`src/rtl/evslot_pkg.sv`:
```
package evslot_pkg;

    // Direction of a score-based search.
    typedef enum logic {
        PICK_BEST  = 1'b0,
        PICK_WORST = 1'b1
    } pick_e;

endpackage

```
`src/rtl/evslot_pick.sv`:
```
// Linear search over all slots for the best, worst or oldest occupied entry.
// Rank 0 is the oldest occupied slot; ranks are unique among occupied slots.
module evslot_pick
    import evslot_pkg::*;
#(
    parameter int NUM_SLOTS = 20,
    parameter int SCORE_W   = 8,
    parameter int IDX_W     = 5
) (
    input  logic [NUM_SLOTS-1:0]         occ_i,
    input  logic [NUM_SLOTS*SCORE_W-1:0] score_i,
    input  logic [NUM_SLOTS*IDX_W-1:0]   rank_i,
    input  pick_e                        pick_i,
    input  logic                         blind_i,
    output logic                         found_o,
    output logic [IDX_W-1:0]             idx_o
);

    logic               cand_found;
    logic [IDX_W-1:0]   cand_idx;
    logic [SCORE_W-1:0] cand_score;
    logic [IDX_W-1:0]   cand_rank;
    logic [SCORE_W-1:0] cur_score;
    logic [IDX_W-1:0]   cur_rank;
    logic               better;

    always_comb begin
        cand_found = 1'b0;
        cand_idx   = '0;
        cand_score = '0;
        cand_rank  = '0;
        cur_score  = '0;
        cur_rank   = '0;
        better     = 1'b0;
        for (int i = 0; i < NUM_SLOTS; i++) begin
            cur_score = score_i[i*SCORE_W +: SCORE_W];
            cur_rank  = rank_i[i*IDX_W +: IDX_W];
            if (blind_i) begin
                better = cur_rank < cand_rank;
            end else if (pick_i == PICK_BEST) begin
                better = (cur_score > cand_score) ||
                         ((cur_score == cand_score) && (cur_rank < cand_rank));
            end else begin
                better = (cur_score < cand_score) ||
                         ((cur_score == cand_score) && (cur_rank > cand_rank));
            end
            if (occ_i[i] && (!cand_found || better)) begin
                cand_found = 1'b1;
                cand_idx   = IDX_W'(i);
                cand_score = cur_score;
                cand_rank  = cur_rank;
            end
        end
    end

    assign found_o = cand_found;
    assign idx_o   = cand_idx;

endmodule

```
`src/rtl/evslot_free.sv`:
```
// Finds the lowest-numbered free slot.
module evslot_free #(
    parameter int NUM_SLOTS = 20,
    parameter int IDX_W     = 5
) (
    input  logic [NUM_SLOTS-1:0] occ_i,
    output logic                 found_o,
    output logic [IDX_W-1:0]     idx_o
);

    always_comb begin
        found_o = 1'b0;
        idx_o   = '0;
        for (int i = NUM_SLOTS - 1; i >= 0; i--) begin
            if (!occ_i[i]) begin
                found_o = 1'b1;
                idx_o   = IDX_W'(i);
            end
        end
    end

endmodule

```
`src/rtl/evslot_mgr.sv`:
```
// Event slot pool: score-ranked read/evict with an arrival-order mode.
module evslot_mgr
    import evslot_pkg::*;
#(
    parameter int NUM_SLOTS = 20,
    parameter int SCORE_W   = 8,
    localparam int IDX_W    = (NUM_SLOTS > 1) ? $clog2(NUM_SLOTS) : 1
) (
    input  logic               clk,
    input  logic               rst_n,
    input  logic               blind_i,
    input  logic               alloc_req_i,
    input  logic [SCORE_W-1:0] alloc_score_i,
    input  logic               rd_req_i,
    input  logic               upd_req_i,
    input  logic [IDX_W-1:0]   upd_idx_i,
    input  logic [SCORE_W-1:0] upd_score_i,
    output logic               done_o,
    output logic               alloc_ok_o,
    output logic               alloc_evicted_o,
    output logic [IDX_W-1:0]   alloc_idx_o,
    output logic               rd_hit_o,
    output logic               rd_empty_o,
    output logic [IDX_W-1:0]   rd_idx_o,
    output logic [SCORE_W-1:0] rd_score_o
);

    localparam int CNT_W = $clog2(NUM_SLOTS + 1);
    localparam logic [IDX_W-1:0] RANK_NEWEST = IDX_W'(NUM_SLOTS - 1);

    typedef struct packed {
        logic               occ;
        logic [SCORE_W-1:0] score;
        logic [IDX_W-1:0]   rank;
    } slot_t;

    typedef struct packed {
        slot_t [NUM_SLOTS-1:0] slot;
        logic [CNT_W-1:0]      count;
        logic                  done;
        logic                  alloc_ok;
        logic                  alloc_ev;
        logic [IDX_W-1:0]      alloc_idx;
        logic                  rd_hit;
        logic                  rd_empty;
        logic [IDX_W-1:0]      rd_idx;
        logic [SCORE_W-1:0]    rd_score;
    } state_t;

    state_t st_q, st_d;

    // Stage views: after score update, after read.
    slot_t [NUM_SLOTS-1:0] upd_s;
    slot_t [NUM_SLOTS-1:0] rdo_s;
    logic [CNT_W-1:0]      rdo_cnt;

    logic [NUM_SLOTS-1:0]         upd_occ, rdo_occ;
    logic [NUM_SLOTS*SCORE_W-1:0] upd_score_flat, rdo_score_flat;
    logic [NUM_SLOTS*IDX_W-1:0]   upd_rank_flat, rdo_rank_flat;

    logic               rd_found, ev_found, fr_found;
    logic [IDX_W-1:0]   rd_sel, ev_sel, fr_sel;
    logic               rd_go;
    logic [SCORE_W-1:0] rd_vscore;
    logic [IDX_W-1:0]   rd_vrank;
    logic [IDX_W-1:0]   ev_vrank;

    generate
        for (genvar g = 0; g < NUM_SLOTS; g++) begin : g_flat
            assign upd_occ[g]                          = upd_s[g].occ;
            assign upd_score_flat[g*SCORE_W +: SCORE_W] = upd_s[g].score;
            assign upd_rank_flat[g*IDX_W +: IDX_W]      = upd_s[g].rank;
            assign rdo_occ[g]                          = rdo_s[g].occ;
            assign rdo_score_flat[g*SCORE_W +: SCORE_W] = rdo_s[g].score;
            assign rdo_rank_flat[g*IDX_W +: IDX_W]      = rdo_s[g].rank;
        end
    endgenerate

    // Stage 1: score rewrite, only for an occupied, in-range slot.
    always_comb begin
        upd_s = st_q.slot;
        for (int i = 0; i < NUM_SLOTS; i++) begin
            if (upd_req_i && (upd_idx_i == IDX_W'(i)) && st_q.slot[i].occ) begin
                upd_s[i].score = upd_score_i;
            end
        end
    end

    evslot_pick #(
        .NUM_SLOTS(NUM_SLOTS), .SCORE_W(SCORE_W), .IDX_W(IDX_W)
    ) u_pick_rd (
        .occ_i   (upd_occ),
        .score_i (upd_score_flat),
        .rank_i  (upd_rank_flat),
        .pick_i  (PICK_BEST),
        .blind_i (blind_i),
        .found_o (rd_found),
        .idx_o   (rd_sel)
    );

    // Stage 2: read frees the selected slot and closes the rank gap.
    always_comb begin
        rdo_s     = upd_s;
        rdo_cnt   = st_q.count;
        rd_go     = rd_req_i && rd_found;
        rd_vscore = '0;
        rd_vrank  = '0;
        for (int i = 0; i < NUM_SLOTS; i++) begin
            if (rd_sel == IDX_W'(i)) begin
                rd_vscore = upd_s[i].score;
                rd_vrank  = upd_s[i].rank;
            end
        end
        if (rd_go) begin
            for (int i = 0; i < NUM_SLOTS; i++) begin
                if (upd_s[i].occ && (upd_s[i].rank > rd_vrank)) begin
                    rdo_s[i].rank = upd_s[i].rank - IDX_W'(1);
                end
                if (rd_sel == IDX_W'(i)) begin
                    rdo_s[i] = '0;
                end
            end
            rdo_cnt = st_q.count - CNT_W'(1);
        end
    end

    evslot_pick #(
        .NUM_SLOTS(NUM_SLOTS), .SCORE_W(SCORE_W), .IDX_W(IDX_W)
    ) u_pick_ev (
        .occ_i   (rdo_occ),
        .score_i (rdo_score_flat),
        .rank_i  (rdo_rank_flat),
        .pick_i  (PICK_WORST),
        .blind_i (blind_i),
        .found_o (ev_found),
        .idx_o   (ev_sel)
    );

    evslot_free #(
        .NUM_SLOTS(NUM_SLOTS), .IDX_W(IDX_W)
    ) u_free (
        .occ_i   (rdo_occ),
        .found_o (fr_found),
        .idx_o   (fr_sel)
    );

    // Stage 3: allocation, response and next state.
    always_comb begin
        st_d           = st_q;
        st_d.slot      = rdo_s;
        st_d.count     = rdo_cnt;
        st_d.done      = alloc_req_i || rd_req_i || upd_req_i;
        st_d.rd_hit    = rd_go;
        st_d.rd_empty  = rd_req_i && !rd_found;
        st_d.rd_idx    = rd_go ? rd_sel : '0;
        st_d.rd_score  = rd_go ? rd_vscore : '0;
        st_d.alloc_ok  = 1'b0;
        st_d.alloc_ev  = 1'b0;
        st_d.alloc_idx = '0;
        ev_vrank       = '0;
        for (int i = 0; i < NUM_SLOTS; i++) begin
            if (ev_sel == IDX_W'(i)) begin
                ev_vrank = rdo_s[i].rank;
            end
        end
        if (alloc_req_i) begin
            if (fr_found) begin
                for (int i = 0; i < NUM_SLOTS; i++) begin
                    if (fr_sel == IDX_W'(i)) begin
                        st_d.slot[i].occ   = 1'b1;
                        st_d.slot[i].score = alloc_score_i;
                        st_d.slot[i].rank  = IDX_W'(rdo_cnt);
                    end
                end
                st_d.count     = rdo_cnt + CNT_W'(1);
                st_d.alloc_ok  = 1'b1;
                st_d.alloc_idx = fr_sel;
            end else if (ev_found) begin
                for (int i = 0; i < NUM_SLOTS; i++) begin
                    if (rdo_s[i].occ && (rdo_s[i].rank > ev_vrank)) begin
                        st_d.slot[i].rank = rdo_s[i].rank - IDX_W'(1);
                    end
                    if (ev_sel == IDX_W'(i)) begin
                        st_d.slot[i].occ   = 1'b1;
                        st_d.slot[i].score = alloc_score_i;
                        st_d.slot[i].rank  = RANK_NEWEST;
                    end
                end
                st_d.alloc_ok  = 1'b1;
                st_d.alloc_ev  = 1'b1;
                st_d.alloc_idx = ev_sel;
            end
        end
    end

    always_ff @(posedge clk or negedge rst_n) begin
        if (!rst_n) begin
            st_q <= '0;
        end else begin
            st_q <= st_d;
        end
    end

    assign done_o          = st_q.done;
    assign alloc_ok_o      = st_q.alloc_ok;
    assign alloc_evicted_o = st_q.alloc_ev;
    assign alloc_idx_o     = st_q.alloc_idx;
    assign rd_hit_o        = st_q.rd_hit;
    assign rd_empty_o      = st_q.rd_empty;
    assign rd_idx_o        = st_q.rd_idx;
    assign rd_score_o      = st_q.rd_score;

endmodule

```
`config.mk`:
```
export PLATFORM = sky130hd
export DESIGN_NAME = evslot_mgr
export DESIGN_NICKNAME = d
export VERILOG_FILES = /design/src/rtl/evslot_pkg.sv /design/src/rtl/evslot_pick.sv /design/src/rtl/evslot_free.sv /design/src/rtl/evslot_mgr.sv
export SDC_FILE = /design/constraint.sdc
export NUM_CORES = 2
export LEC_CHECK = 0
export ABC_AREA = 1
export BUFFER_PORTS_ARGS = -buffer_cell sky130_fd_sc_hd__buf_2
export CAP_MARGIN = 20
export CELL_PAD_IN_SITES_DETAIL_PLACEMENT = 1
export CELL_PAD_IN_SITES_GLOBAL_PLACEMENT = 1
export CORE_MARGIN = 5
export CORE_UTILIZATION = 43
export CTS_CLUSTER_SIZE = 30
export DETAILED_ROUTE_END_ITERATION = 10
export PLACE_DENSITY_LB_ADDON = 0.05
export RECOVER_POWER = 100
export SYNTH_ARGS = -nofsm -noshare
export SYNTH_HDL_FRONTEND = slang
export SYNTH_HIERARCHICAL = 1
export SYNTH_SLANG_ARGS = --single-unit
```
`constraint.sdc`:
```
create_clock -name clk -period 69.2 [get_ports clk]
set_input_delay 10.38 -clock clk [delete_from_list [all_inputs] [get_ports clk]]
set_output_delay 10.38 -clock clk [all_outputs]
set_load 0.01 [all_outputs]
```
==> results.sh, run 1 <==
export IMPL_synth_nets=8940
export IMPL_synth_area_top_cells="ha_1, dfrtp_1, nand2_1"
export IMPL_synth_top_cell_area_share_pct=16.6
export IMPL_ys_types=76
export IMPL_ys_seq_elements=308
export IMPL_postSynthAreaPerCell_um2=6.19
export IMPL_async_flop_share_pct=100
export IMPL_syn_area_um2=51000
export IMPL_antenna_found_initial=63
export IMPL_synth_cells=8236
export IMPL_root_buffer="clkbuf_16"
export IMPL_yosysTopAreaCell="ha_1"
export IMPL_cts_hold_buf=0
export IMPL_fp_dieH_um=354
export IMPL_grt_max_degree=85
export IMPL_synth_warnings=6
export IMPL_portBuffers=49
export IMPL_haltStage="5_1_grt"
export IMPL_gp_congestion=1.03
export IMPL_synth_edff_count=0
export IMPL_status="did not finish"
export IMPL_ys_flop_type="dfrtp_1"
export IMPL_endpoint_type="register data pin"
export IMPL_dp_slack_ns=-16.64
export IMPL_grt_usage_pct=83.5
export IMPL_dieWidth_um=354
export IMPL_grt_worst_setup_endpoint="st_q[186]$_DFF_PN0_/D"
export IMPL_io_pins=50
export IMPL_tool_error="[ERROR GRT-0232] Routing congestion too high. Check the congestion heatmap in the GUI."
export IMPL_placed_cells=11300
export IMPL_fp_row_count=126
export IMPL_cts_sinks=308
export IMPL_start_util_pct=43.2
export IMPL_dp_hpwl_um=235000
export IMPL_yosysSeqAreaShare_pct=15.1
export IMPL_post_dp_cell_area_um2=65900
export IMPL_overflow=943
export IMPL_h_tree_depth=2
export IMPL_cts_buffers_inserted=48
export IMPL_clockBufferDepth=3
==> metrics by stage <==
step                setup TNS (ns)  hold slack, ns
CTS                       -2979.11           0.734
detailed placement        -4137.28           0.712
global placement          -3262.90           0.691
floorplan                  -652.70           0.578
==> repair_timing <==
action / CTS
gates resized for setup: 211
buffers inserted: 47
pin swaps: 92
setup endpoints to repair: 287
gates cloned: 6
==> synthesized netlist by cell type (14+ instances only) <==
cell	instances
nor2_4	17
a21oi_1	362
nor4_1	14
nand4_1	164
ha_1	677
nand2_2	102
buf_4	37
buf_1	14
a221oi_1	29
a31oi_1	17
buf_2	18
o2111ai_1	14
o21bai_1	34
o21ai_0	911
o21ai_1	54
nand3_2	57
or2_2	35
inv_2	71
a22oi_1	16
nand3_1	541
xor2_1	34
clkbuf_8	24
nor2_1	717
o21a_1	25
inv_1	1199
nand3b_1	48
o221ai_1	52
nor3_1	74
nor2_2	53
o22ai_1	46
a211oi_1	32
dfrtp_1	308
o32ai_1	16
and2_1	28
o211ai_1	52
nand2_1	1941
clkbuf_1	130
buf_6	33
nand2_4	62
a21oi_2	33
==> kinds of logic after synthesis <==
kind of cell,share of synthesized area (%)
compound gates,19.8
xor+xnor,0.807
fa+ha+maj,16.6
buf+inv,12.8
flops,15.1
other cells,0.0147
simple gates,34.8
==> layer usage <==
| layer | overflow | global-route usage [%] |
|---|---|---|
| met5 | 5 | 44.9 |
| met4 | 315 | 86.3 |
| met3 | 57 | 72.2 |
| met2 | 532 | 97.3 |
| met1 | 34 | 81.4 |
==> inputs of run 2 (changes only) <==
--- a/config.mk
+++ b/config.mk
@@ -8,13 +8,10 @@
 export ABC_AREA = 1
 export BUFFER_PORTS_ARGS = -buffer_cell sky130_fd_sc_hd__buf_2
 export CAP_MARGIN = 20
-export CELL_PAD_IN_SITES_DETAIL_PLACEMENT = 1
-export CELL_PAD_IN_SITES_GLOBAL_PLACEMENT = 1
 export CORE_MARGIN = 5
-export CORE_UTILIZATION = 43
-export CTS_CLUSTER_SIZE = 30
+export CORE_UTILIZATION = 30
 export DETAILED_ROUTE_END_ITERATION = 10
-export PLACE_DENSITY_LB_ADDON = 0.05
+export PLACE_DENSITY_LB_ADDON = 0.15
 export RECOVER_POWER = 100
 export SYNTH_ARGS = -nofsm -noshare
 export SYNTH_HDL_FRONTEND = slang
==> constraint.sdc (replaced) <==
create_clock -name clk -period 90 [get_ports clk]
set_input_delay 13.5 -clock clk [delete_from_list [all_inputs] [get_ports clk]]
set_output_delay 13.5 -clock clk [all_outputs]
set_load 0.01 [all_outputs]
==> run 2 against run 1 <==
Net effect:
- the flow now finishes, with violations (capacitance limit, slew limit)
- synthesized cell count is the same
- area after synthesis stayed put
==> results.sh, run 2 <==
export IMPL_fp_row_count=151
export IMPL_ys_seq_elements=308
export IMPL_mostFrequentLayoutCell="nand2_1"
export IMPL_start_kind="input port"
export IMPL_layout_drive_gt1_share_pct=21.1
export IMPL_placed_cells=10900
export IMPL_skew_ns=0.0347
export IMPL_crit_path_max_fanout=18
export IMPL_gp_congestion=0.995
export IMPL_yosysTopAreaCell="ha_1"
export IMPL_synth_most_common_cell="nand2_1"
export IMPL_met2_usage_pct=44.7
export IMPL_min_path_type="flip-flop to flip-flop"
export IMPL_worstSetupPathType="input port to flip-flop"
export IMPL_clockBufferDepth=3
export IMPL_maxCapViolCount=9
export IMPL_ys_types=76
export IMPL_io_pins=50
export IMPL_grt_max_degree=61
export IMPL_fill_cells=18500
export IMPL_end_kind="flip-flop"
export IMPL_cts_hold_buf=0
export IMPL_top_register="st_q"
export IMPL_portBuffers=49
export IMPL_status="finished, violations left"
export IMPL_violations="capacitance limit, slew limit"
export IMPL_cpMostUsedCell="nand2_1"
export IMPL_period_needed_ns=86.40
export IMPL_fp_dieH_um=422
export IMPL_h_tree_depth=2
export IMPL_cts_sinks=308
export IMPL_synth_warnings=6
export IMPL_grt_pass1_vias=55200
export IMPL_relSlewSlack_pct=-169
export IMPL_synth_top_cell_area_share_pct=16.6
export IMPL_insertion_delay_ns=0.68
export IMPL_syn_area_um2=51000
export IMPL_drc=0
export IMPL_synth_area_top_cells="ha_1, dfrtp_1, nand2_1"
export IMPL_clk_pin_slew_ns=0.06
export IMPL_arrival_ns=86.90
export IMPL_final_util_pct=37.8
export IMPL_synth_nets=8940
export IMPL_vias=61300
export IMPL_root_buffer="clkbuf_16"
export IMPL_grtUsageMet1_pct=41.2
export IMPL_vias_per_cell=5.47
export IMPL_drt_initial_drc_count=6422
export IMPL_synth_cells=8236
export IMPL_core_area_um2=169000
export IMPL_multi_input_area_um2=40200
export IMPL_synth_edff_count=0
export IMPL_cp_slowest_cell="nor4_4"
export IMPL_final_cell_mix="nand2_1, inv_1, buf_4, nor2_1, ha_1"
export IMPL_antenna_found_initial=15
export IMPL_cts_buffers_inserted=47
export IMPL_path_buf_inv=68
export IMPL_syn2layout_area_growth_pct=25.5
export IMPL_instances_no_fill=11200
export IMPL_nets=9643
export IMPL_dieWidth_um=422
export IMPL_critPathTopFamily="simple AND/OR/NAND/NOR gates"
export IMPL_synthTopCellsByCount="nand2_1, inv_1, o21ai_0, nor2_1, ha_1"
export IMPL_grt_usage_pct=29.6
export IMPL_tightest_slew_ns=4.04
export IMPL_busiest_layer="met2"
export IMPL_ys_flop_type="dfrtp_1"
export IMPL_grtUsageMet3_pct=5.45
export IMPL_dr_pass1_iters=7
export IMPL_drt_total_wl_um=283000
export IMPL_hold_violations=0
export IMPL_dieArea_um2=178000
export IMPL_setup_viol=0
export IMPL_overflow=0
export IMPL_slowest_delay_ns=0.38
export IMPL_timing_final_crit_share_pct=96.0
export IMPL_final_max_slew_viol_count=410
export IMPL_dp_hpwl_um=219000
export IMPL_postRouteAntennaNets=0
export IMPL_postSynthAreaPerCell_um2=6.19
export IMPL_grt_pass1_wl_um=392000
export IMPL_async_flop_share_pct=100
export IMPL_wl_per_cell_um=25.3
export IMPL_yosysSeqAreaShare_pct=15.1
export IMPL_fmax_mhz=11.6
export IMPL_cp_required_ns=90.50
export IMPL_largest_register_ffs=285
export IMPL_cts_tree="done"
export IMPL_start_util_pct=30.1
export IMPL_seqCellArea_um2=7710
==> run 2: cell counts after synthesis <==
No cell type changed its count.
==> run 2: what timing repair did <==
item / CTS / global route
pin swaps: 1 / 244
resized for setup: 79 / 851
gates cloned: 0 / 51
endpoints found under the setup margin: 225 / 287
endpoints found under the hold margin: 0 / 0
setup buffers: 0 / 132
==> run 2: path summary, 6_finish.rpt <==
kind / slack (ns) / end / start / depth (start not counted)
max in group asynchronous: 69.10 / st_q[85] / rst_n / 3
min in group asynchronous: 14.24 / st_q[209] / rst_n / 1
worst min register to register: 0.67 / st_q[23] / st_q[23] / 3
worst max register to register: 16.16 / st_q[74] / st_q[55] / 529
worst max-delay path: 3.60 / st_q[74] / upd_idx_i[1] / 531
worst min-delay path: 0.67 / st_q[23] / st_q[23] / 3
==> run 2: tightest hold or removal path: cells and delay by family, from the launching register on <==
kind | cells | cell delay [ns]
buffers and inverters | 1 | 0.04
DFF | 1 | 0.36
xor gates and xnor gates | 2 | 0.24
==> run 2: cell families (layout without fill, tap and decap cells) <==
group / after synthesis / after routing / synth area share [%]
and+or+nand+nor: 3894 / 3935 / 34.8
AOI/OAI and AO/OA: 1763 / 1763 / 19.8
buffers and inverters: 1545 / 2244 / 12.8
adders and majority gates: 677 / 677 / 16.6
DFF: 308 / 308 / 15.1
xor gates and xnor gates: 47 / 47 / 0.807
other: 2 / 16 / 0.0147
==> run 2: per-stage QoR <==
| stage | hold slack [ns] | cell area (um2) | setup TNS, ns | worst slack (ns) |
|---|---|---|---|---|
| after floorplan | 0.561 | 51000 | 0 | 6.94 |
| after global placement | 0.645 | 57600 | -691.64 | -4.86 |
| after detailed placement | 0.653 | 57700 | -404.08 | -3.72 |
| after CTS | 0.672 | 59400 | 0 | 0.0354 |
| after global routing | 0.723 | 63900 | -56.23 | -0.872 |
| final | 0.671 | 64000 | 0 | 3.60 |
==> run 2: area by class of cell <==
class,count,area share [%]
antenna,14,0.0548
timing repair inverter,2,0.0196
clock inverter,20,0.409
sequential,308,12.0
clock buffer,66,2.11
timing repair buffer,876,10.7
tap,2218,4.34
inverter,1280,7.55
multi-input combinational,6424,62.8
==> run 2: metal layers <==
layer | share of wire, % | vias up
met1 | 45 | 29200
met3 | 8.3 | 470
met5 | 0.0046 | -
li1 | - | 28900
met2 | 42 | 2624
met4 | 4.9 | 2
Power of run 2 is left out: the tool's default activity adds up to more than one toggle a clock period on the data nets, which glitch-free logic cannot reach.
